[config.mk]
export PLATFORM = sky130hd
export DESIGN_NAME = insn_len_decoder
export DESIGN_NICKNAME = d
export VERILOG_FILES = /design/src/rtl/ild_pkg.sv /design/src/rtl/ild_classify.sv /design/src/rtl/ild_collect.sv /design/src/rtl/ild_gate.sv /design/src/rtl/insn_len_decoder.sv
export SDC_FILE = /design/constraint.sdc
export NUM_CORES = 1
export LEC_CHECK = 0
export ABC_AREA = 0
export ABC_CLOCK_PERIOD_IN_PS = 5300
export BUFFER_PORTS_ARGS = -buffer_cell sky130_fd_sc_hd__buf_2
export CAP_MARGIN = 20
export CORE_ASPECT_RATIO = 0.5
export CORE_MARGIN = 4
export CORE_UTILIZATION = 57
export CTS_CLUSTER_DIAMETER = 50
export DETAILED_ROUTE_END_ITERATION = 8
export PLACE_DENSITY = 0.8
export SYNTH_ARGS = -nofsm -noshare
export SYNTH_HDL_FRONTEND = slang
export SYNTH_SLANG_ARGS = --single-unit
[constraint.sdc]
create_clock -name clk -period 5.3 [get_ports clk]
set_clock_uncertainty 0.05 [all_clocks]
set_input_delay 0.265 -clock clk [delete_from_list [all_inputs] [get_ports clk]]
set_output_delay 0.265 -clock clk [all_outputs]
set_load 0.02 [all_outputs]
[src/rtl/ild_pkg.sv]
package ild_pkg;

  localparam int BYTE_W   = 8;
  localparam int MAX_OPND = 2;
  localparam int CNT_W    = $clog2(MAX_OPND + 1);
  localparam int ARG_W    = BYTE_W * MAX_OPND;

  typedef struct packed {
    logic [CNT_W-1:0] nops;
    logic             known;
    logic             flagop;
  } ild_info_t;

  // Operand length and class of one opcode under the current widths.
  function automatic ild_info_t classify_op(input logic [BYTE_W-1:0] op,
                                            input logic acc_n,
                                            input logic idx_n);
    ild_info_t r;
    r.nops   = '0;
    r.known  = 1'b1;
    r.flagop = 1'b0;
    case (op)
      8'hA9:               r.nops = acc_n ? CNT_W'(1) : CNT_W'(2);
      8'hA2, 8'hA0:        r.nops = idx_n ? CNT_W'(1) : CNT_W'(2);
      8'h20, 8'hBD, 8'h9D: r.nops = CNT_W'(2);
      8'hC2, 8'hE2: begin
        r.nops   = CNT_W'(1);
        r.flagop = 1'b1;
      end
      8'hFB:               r.flagop = 1'b1;
      8'hEB, 8'h58, 8'h18, 8'h38, 8'hEA: r.nops = '0;
      default:             r.known = 1'b0;
    endcase
    return r;
  endfunction

endpackage

[src/rtl/ild_classify.sv]
module ild_classify
  import ild_pkg::*;
(
  input  logic [BYTE_W-1:0] op_byte,
  input  logic              acc_narrow,
  input  logic              idx_narrow,
  output ild_info_t         info
);

  always_comb info = classify_op(op_byte, acc_narrow, idx_narrow);

endmodule

[src/rtl/ild_collect.sv]
module ild_collect
  import ild_pkg::*;
(
  input  logic              clk,
  input  logic              rst_n,
  input  logic              accept,
  input  logic [BYTE_W-1:0] byte_in,
  input  ild_info_t         info,
  output logic              insn_done,
  output logic              flag_done,
  output logic              insn_vld,
  output logic [BYTE_W-1:0] insn_op,
  output logic [CNT_W-1:0]  insn_nops,
  output logic [ARG_W-1:0]  insn_arg,
  output logic              insn_bad
);

  logic                           busy;
  logic [CNT_W-1:0]               left, pos, nops_q;
  logic [BYTE_W-1:0]              op_q;
  logic                           bad_q, flag_q;
  logic [MAX_OPND-1:0][BYTE_W-1:0] slot, slot_n;
  logic [ARG_W-1:0]               arg_n;

  logic [BYTE_W-1:0] cur_op;
  logic [CNT_W-1:0]  cur_nops;
  logic              cur_bad, cur_flag;

  always_comb begin
    cur_op   = busy ? op_q   : byte_in;
    cur_nops = busy ? nops_q : info.nops;
    cur_bad  = busy ? bad_q  : !info.known;
    cur_flag = busy ? flag_q : info.flagop;
    insn_done = accept && (busy ? (left == CNT_W'(1)) : (info.nops == '0));
    flag_done = insn_done && cur_flag;
  end

  // Operand byte slots and little-endian assembly, one per operand byte.
  for (genvar i = 0; i < MAX_OPND; i++) begin : g_slot
    assign slot_n[i] = (busy && pos == CNT_W'(i)) ? byte_in : slot[i];
    assign arg_n[i*BYTE_W +: BYTE_W] =
      (CNT_W'(i) < cur_nops) ? slot_n[i] : '0;
  end

  always_ff @(posedge clk) begin
    if (!rst_n) begin
      busy      <= 1'b0;
      left      <= '0;
      pos       <= '0;
      nops_q    <= '0;
      op_q      <= '0;
      bad_q     <= 1'b0;
      flag_q    <= 1'b0;
      slot      <= '0;
      insn_vld  <= 1'b0;
      insn_op   <= '0;
      insn_nops <= '0;
      insn_arg  <= '0;
      insn_bad  <= 1'b0;
    end else begin
      if (accept) begin
        if (!busy) begin
          op_q   <= byte_in;
          bad_q  <= !info.known;
          flag_q <= info.flagop;
          nops_q <= info.nops;
          if (info.nops != '0) begin
            busy <= 1'b1;
            left <= info.nops;
            pos  <= '0;
          end
        end else begin
          for (int k = 0; k < MAX_OPND; k++)
            if (pos == CNT_W'(k)) slot[k] <= byte_in;
          pos  <= pos + CNT_W'(1);
          left <= left - CNT_W'(1);
          if (left == CNT_W'(1)) busy <= 1'b0;
        end
      end
      insn_vld <= insn_done;
      if (insn_done) begin
        insn_op   <= cur_op;
        insn_nops <= cur_nops;
        insn_arg  <= arg_n;
        insn_bad  <= cur_bad;
      end
    end
  end

  AST_ARG_ZEXT: assert property (@(posedge clk) disable iff (!rst_n)
    insn_vld && insn_nops < CNT_W'(2) |-> insn_arg[ARG_W-1:BYTE_W] == '0);
  AST_NOARG_ZERO: assert property (@(posedge clk) disable iff (!rst_n)
    insn_vld && insn_nops == '0 |-> insn_arg == '0);
  AST_BAD_SINGLE: assert property (@(posedge clk) disable iff (!rst_n)
    insn_vld && insn_bad |-> insn_nops == '0);
  AST_FIXED_TWO: assert property (@(posedge clk) disable iff (!rst_n)
    insn_vld && (insn_op == 8'h20 || insn_op == 8'hBD || insn_op == 8'h9D)
    |-> insn_nops == CNT_W'(2));
  AST_FLAG_ONE: assert property (@(posedge clk) disable iff (!rst_n)
    insn_vld && (insn_op == 8'hC2 || insn_op == 8'hE2) |-> insn_nops == CNT_W'(1));
  AST_VLD_AFTER_BYTE: assert property (@(posedge clk) disable iff (!rst_n)
    insn_vld |-> $past(accept));

endmodule

[src/rtl/ild_gate.sv]
module ild_gate (
  input  logic clk,
  input  logic rst_n,
  input  logic flag_done,
  input  logic width_ack,
  output logic byte_rdy
);

  logic waiting;

  always_ff @(posedge clk) begin
    if (!rst_n)         waiting <= 1'b0;
    else if (flag_done) waiting <= 1'b1;
    else if (width_ack) waiting <= 1'b0;
  end

  assign byte_rdy = !waiting;

endmodule

[src/rtl/insn_len_decoder.sv]
module insn_len_decoder
  import ild_pkg::*;
(
  input  logic              clk,
  input  logic              rst_n,
  input  logic              byte_vld,
  input  logic [BYTE_W-1:0] byte_in,
  output logic              byte_rdy,
  input  logic              acc_narrow,
  input  logic              idx_narrow,
  input  logic              width_ack,
  output logic              insn_vld,
  output logic [BYTE_W-1:0] insn_op,
  output logic [CNT_W-1:0]  insn_nops,
  output logic [ARG_W-1:0]  insn_arg,
  output logic              insn_bad
);

  ild_info_t info;
  logic      accept, insn_done, flag_done;

  assign accept = byte_vld && byte_rdy;

  ild_classify u_cls (
    .op_byte    (byte_in),
    .acc_narrow (acc_narrow),
    .idx_narrow (idx_narrow),
    .info       (info)
  );

  ild_collect u_col (
    .clk       (clk),
    .rst_n     (rst_n),
    .accept    (accept),
    .byte_in   (byte_in),
    .info      (info),
    .insn_done (insn_done),
    .flag_done (flag_done),
    .insn_vld  (insn_vld),
    .insn_op   (insn_op),
    .insn_nops (insn_nops),
    .insn_arg  (insn_arg),
    .insn_bad  (insn_bad)
  );

  ild_gate u_gate (
    .clk       (clk),
    .rst_n     (rst_n),
    .flag_done (flag_done),
    .width_ack (width_ack),
    .byte_rdy  (byte_rdy)
  );

  AST_STALL_AFTER_FLAG: assert property (@(posedge clk) disable iff (!rst_n)
    insn_vld && !insn_bad && (insn_op == 8'hC2 || insn_op == 8'hE2 || insn_op == 8'hFB)
    |-> !byte_rdy);
  AST_RELEASE: assert property (@(posedge clk) disable iff (!rst_n)
    !byte_rdy && width_ack |=> byte_rdy);
  AST_NO_DONE_STALLED: assert property (@(posedge clk) disable iff (!rst_n)
    !byte_rdy |=> !insn_vld || $past(byte_rdy));

endmodule

After elaboration in Yosys (flattened, before gate mapping)
Index checks and enable logic that the tools add are counted.
{ "word_totals": {"reg_bits": 62, "out_inout_bits": 29, "mem_bits_ro": 0, "wordCells": 78, "in_bits": 14, "ramBits": 0, "latch_bits": 0, "n_memories": 0} }
{ "op_classes": {"n_shift": 0, "order_cmp": 2, "n_eq_ne": 16, "multipliers": 0, "add_sub_neg": 2, "reduce_logical": 20, "n_div": 0, "muxes": 23, "bitwise": 0} }
{ "op_table": {"columns": ["operator", "n"], "rows": [
  ["$eq 8x8->1 const B", 10],
  ["$mux 8", 5],
  ["$eq 8x6->1 const B", 2],
  ["$mux 2", 7],
  ["$reduce_or 14->1", 1],
  ["$mux 1", 10],
  ["$eq 8x5->1 const B", 1],
  ["$eq 8x7->1 const B", 1],
  ["$pmux 2 s4", 1],
  ["$reduce_and 3->1", 2],
  ["$reduce_bool 2->1", 3],
  ["$reduce_or 3->1", 2],
  ["$logic_and 1x1->1", 5],
  ["$eq 2x1->1 const B", 2],
  ["$logic_not 2->1", 2],
  ["$lt 1x2->1 const A", 2],
  ["$reduce_or 2->1", 2],
  ["$add 2x1->2 const B", 1],
  ["$logic_not 1->1", 2],
  ["$reduce_and 2->1", 1],
  ["$sub 2x1->2 const B", 1]
]} }

Depth between registers and ports, before layout
{ "depth": {"word_depth": 8, "ltp_mapped": 7, "ltp_nobuf": 6} }

Hierarchy
Synthesis repeated with hierarchy kept, for this count alone.
{ "hier_totals": {"hier_cells": 301, "hier_area_um2": 2761.4} }
{ "by_module_without_submodules": {"columns": ["module", "n_inst", "cells_each", "area_per_inst_um2", "seq_area_each_um2"], "rows": [
  ["ild_collect", 1, 272, 2548.7, 1221.2],
  ["ild_classify", 1, 24, 168.9, 0.0],
  ["ild_gate", 1, 4, 37.5, 20.0],
  ["insn_len_decoder", 1, 1, 6.3, 0.0]
]} }

Worst setup path before layout
No wires, ideal clock.
{ "synth_timing": {"kind": "input port to flip-flop", "start": "input port byte_in[2]", "end": "register u_col.left[1]", "setup_time_ns": 0.058, "path_slack_ns": 3.401, "arrival_ns": 1.791, "required_ns": 5.192, "n_path_buf": 1, "stages": 6, "path_cell_list": "buf_6 -> or4_4 -> nor4b_4 -> a32oi_1 -> a2111oi_0 -> a31o_2"} }
{ "synth_between": {"elab_chain_len": 6, "elab_cells_between_ends": 17, "classes_between": "eq/ne: 8; mux: 3; reduce/logical: 6"} }
{ "synth_rtl": {"columns": ["element", "line", "source"], "rows": [
  ["from (decl)", "insn_len_decoder.sv:7", "input logic [BYTE_W-1:0] byte_in,"],
  ["$eq 8x6->1 or $eq 8x8->1 (tied branches)", "ild_pkg.sv:22", "case (op)"],
  ["$reduce_or 3->1 or $reduce_or 2->1 (tied branches)", null, null],
  ["$pmux 2 s4 (*)", "ild_pkg.sv:22", null],
  ["$reduce_bool 2->1", "ild_collect.sv:67", "if (info.nops != '0) begin"],
  ["$reduce_bool 2->1 (no line)", null, null],
  ["$reduce_and 2->1 (no line)", null, null],
  ["to (signal assigned)", "ild_collect.sv:69", "left <= info.nops;"],
  ["to (signal assigned)", "ild_collect.sv:76", "left <= left - CNT_W'(1);"],
  ["to (decl)", "ild_collect.sv:19", "logic [CNT_W-1:0] left, pos, nops_q;"]
]} }
Mark *: on every way between the ends. The rest lies on a longest branch, timed or not. The select of a mux whose other input is x is not followed.
A chain may end at the register's enable or synchronous reset.

Final worst setup path
{ "layout_timing": {"start": "input port byte_in[5]", "end": "register u_col.insn_nops[1]"} }
{ "layout_between": {"elab_chain_len": 6, "elab_cells_between_ends": 16, "classes_between": "eq/ne: 8; mux: 3; reduce/logical: 5"} }
{ "layout_rtl": {"columns": ["element", "line", "source"], "rows": [
  ["$eq 8x6->1 or $eq 8x8->1 (tied branches)", "ild_pkg.sv:22", null],
  ["$reduce_or 3->1 or $reduce_or 2->1 (tied branches)", null, null],
  ["$pmux 2 s4 (*)", "ild_pkg.sv:22", null],
  ["$logic_not 2->1", "ild_collect.sv:34", "insn_done = accept && (busy ? (left == CNT_W'(1)) : (info.nops == '0));"],
  ["$mux 1", "ild_collect.sv:34", null],
  ["$logic_and 1x1->1", "ild_collect.sv:34", null],
  ["to (signal assigned)", "ild_collect.sv:83", "insn_nops <= cur_nops;"],
  ["to (decl)", "ild_collect.sv:13", "output logic [CNT_W-1:0] insn_nops,"]
]} }
Mark *: on every way between the ends. The rest lies on a longest branch, timed or not.

==> flow_summary.yaml <==
critical_path:
  critPathArrivalTime_ns: 2.38
  worst-setup-path-type: "input pin to flip-flop"
  cp.buffers_inverters: 1
  critPathTopFamily: "compound AO/OA/AOI/OAI gates"
  end_kind: "flip-flop"
  max_stage_delay_ns: 0.66
  crit_path_start_kind: "input pin"
  crit_path_cell_trace: "buf_2 > or3b_2 > a211oi_2 > o31ai_2 > a21oi_4 > a21bo_2"
  path_max_fanout: 27
  cp_slowest_cell: "a21oi_4"
  required_ns: 5.54
yosys:
  netlist_instances: 288
  yosys.area_share.xor_xnor_pct: 0
  ys.flop_type: "dfxtp_1"
  synth_nets: 305
  synth-compound-area-share_pct: 23.0
  synth_top_family_by_area: "compound AO/OA/AOI/OAI gates"
  muxShareOfSynthArea_pct: 10.1
  avgSynthCellArea_um2: 9.37
  synthTopCellsByArea: "dfxtp_1 (46%), mux2i_1 (9.6%), o2bb2ai_1 (7.8%)"
  ys_ff_latch: 62
  synthesis.area_um2: 2700
  yosys.area.top_type: "dfxtp_1"
  synth_most_common_cell: "dfxtp_1"
  yosysWarnings: 0
  synth.distinct_cells: 44
  synth-edff-count: 0
  synthArstFlopShare_pct: 0
  synth_common_cells: "dfxtp_1 (62), nand2_1 (48), a21oi_1 (29)"
  yosys.area_share.simple_pct: 14.4
  netlist.area_leader.share_pct: 46.0
  yosysSeqAreaShare_pct: 46.0
  synth_fa_ha_area_share_pct: 1.39
sta:
  finalHoldViolations: 0
  drv_slew: 0
  min_period_ns: 2.14
  hold_slack_ns: 0.0729
  finalSetupTns_ns: 0
  max_freq_mhz: 467
  finalSetupViolations: 0
  period_share_pct: 40.4
  rsz0062_at_grt: "false"
  worst_pin_slew_ns: 0.982
  max_slew_margin_pct: 34.4
power_and_ir_drop:
  clockPowerShare_pct: 39.5
  power.leakage_uw: 0.00123
  max-vdd-ir-drop_mv: 0.202
  seq_power_share_pct: 52.3
  p_int_uw: 684
  p_sw_share_pct: 26.3
  combPwrFrac_pct: 8.2
  p_total_uw: 928
  power_density_nw_per_um2: 303
  p_sw_uw: 244
grt:
  antenna_found_initial: 0
  grt_pass1_vias: 2084
  grt_use_total_pct: 22.2
  grt_max_degree: 34
  grt_pass1_wl_um: 10300
  grt_overflow: 0
route:
  drt-vias-per-instance: 5.81
  drt_iter0_drc: 89
  drc: 0
  avgRoutedWirePerCell_um: 16.4
  dr.pass1.iters: 5
  routed_wl_um: 6410
  num_vias: 2277
  ant_nets: 0
floorplanning:
  die_area_um2: 5970
  die_h_um: 56.7
  pin_count: 43
  num_rows: 17
  die_w_um: 105
  fp.coreArea_um2: 4490
  start_util_pct: 60.1
clock_tree:
  htreeDepth: 3
  cts_made_buffers: 9
  cts-root-buf: "clkbuf_8"
  cts_buffer_depth: 2
  cts.sinks: 62
  post_cts_resized: 0
  post_cts_buffers: 0
  clk_pin_slew_ns: 0.07
  cts_tree: "done"
  cts.hold.buffers_added: 0
  insertion_delay_ns: 0.34
placement:
  hpwl_um: 4300
  port_buffers: 42
  gp_congestion: 0.864
cells_and_area:
  fin_nets: 338
  syn2layout_area_growth_pct: 13.6
  antennaDiodeCount: 0
  drive_gt1_share_pct: 22.1
run:
  cap_violations: 0
outcome:
  status: "complete, no violations"
worst_hold_path:
  hp-class: "input pin to flip-flop"
==> final cells by class <==
type | count | area (um^2)
timing repair buffer | 43 | 218
inverter | 8 | 30.0
clock inverter | 5 | 33.8
multi-input combinational | 197 | 1320
clock buffer | 11 | 141
tap | 66 | 82.6
sequential | 62 | 1240
fill | 349 | 1420
==> routing by layer <==
metal  part of all wire [%]  routed length [um]  track usage [%]
met1                     48                3070             30.1
met4                    1.2                  77             6.54
met5                      0                   0                0
met3                    7.7                 494             7.92
met2                     43                2770             33.2
==> state kept, by name (all words and copies together), names as in the netlist <==
register	flops
u_gate.waiting	1
u_col.nops_q	2
u_col.slot	16
u_col.op_q	8
u_col.bad_q	1
u_col.pos	2
u_col.flag_q	1
u_col.left	2
u_col.insn_arg	16
u_col.insn_nops	2
u_col.busy	1
u_col.insn_vld	1
u_col.insn_bad	1
u_col.insn_op	8
==> power groups by stage <==
stage	clock (uW)	combinational, uW	sequential (uW)
after floorplan	0	48.5	501
after global placement	0	72.5	495
after detailed placement	0	74.8	495
after CTS	371	75.2	485
after global routing	400	82.0	486
final	367	76.1	485
==> placed cells by master, fill, tap and decap left out, types with 3 or more instances in the layout <==
master | Yosys | layout
a211oi_1 | 3 | 3
a21oi_1 | 29 | 29
buf_2 | 3 | 42
clkbuf_8 | 0 | 10
dfxtp_1 | 62 | 62
ha_1 | 3 | 3
inv_1 | 6 | 6
mux2i_1 | 26 | 26
nand2_1 | 48 | 48
nand3_1 | 3 | 3
nand4_1 | 3 | 3
nor2_1 | 12 | 12
o21ai_0 | 13 | 13
o2bb2ai_1 | 24 | 24
==> per-stage QoR <==
step	utilization, %	setup slack, ns	std cells	area [um^2]
5_1_grt	68.3	3.01	392	3070
3_5_place_dp	64.4	2.83	376	2890
3_3_place_gp	64.4	2.88	376	2890
6_report	68.3	3.16	392	3070
2_1_floorplan	-	3.40	288	2700
4_1_cts	68.3	3.19	392	3070
==> logic make-up (layout without fill, tap and decap cells) <==
logic type	Yosys count	in the layout
adder cells (fa/ha/maj)	3	3
multiplexers	27	27
AND/OR/NAND/NOR	80	80
flip-flops	62	62
AO/OA/AOI/OAI	87	87
buffers and inverters	29	67
==> path summary, 6_finish.rpt <==
path | startpoint | end | slack (ns) | cells past startpoint
worst max-delay path | byte_in[5] | u_col.insn_nops[1]$_SDFFE_PN0P_ | 3.16 | 6
worst min-delay path | width_ack | u_gate.waiting$_SDFFE_PN0P_ | 0.07 | 2
worst max register to register | u_gate.waiting$_SDFFE_PN0P_ | u_col.insn_op[7]$_SDFFE_PN0P_ | 3.17 | 3
worst min register to register | u_col.slot[6]$_SDFFE_PN0P_ | u_col.slot[6]$_SDFFE_PN0P_ | 0.41 | 2
No activity file was read; power rests on OpenSTA's default activity.
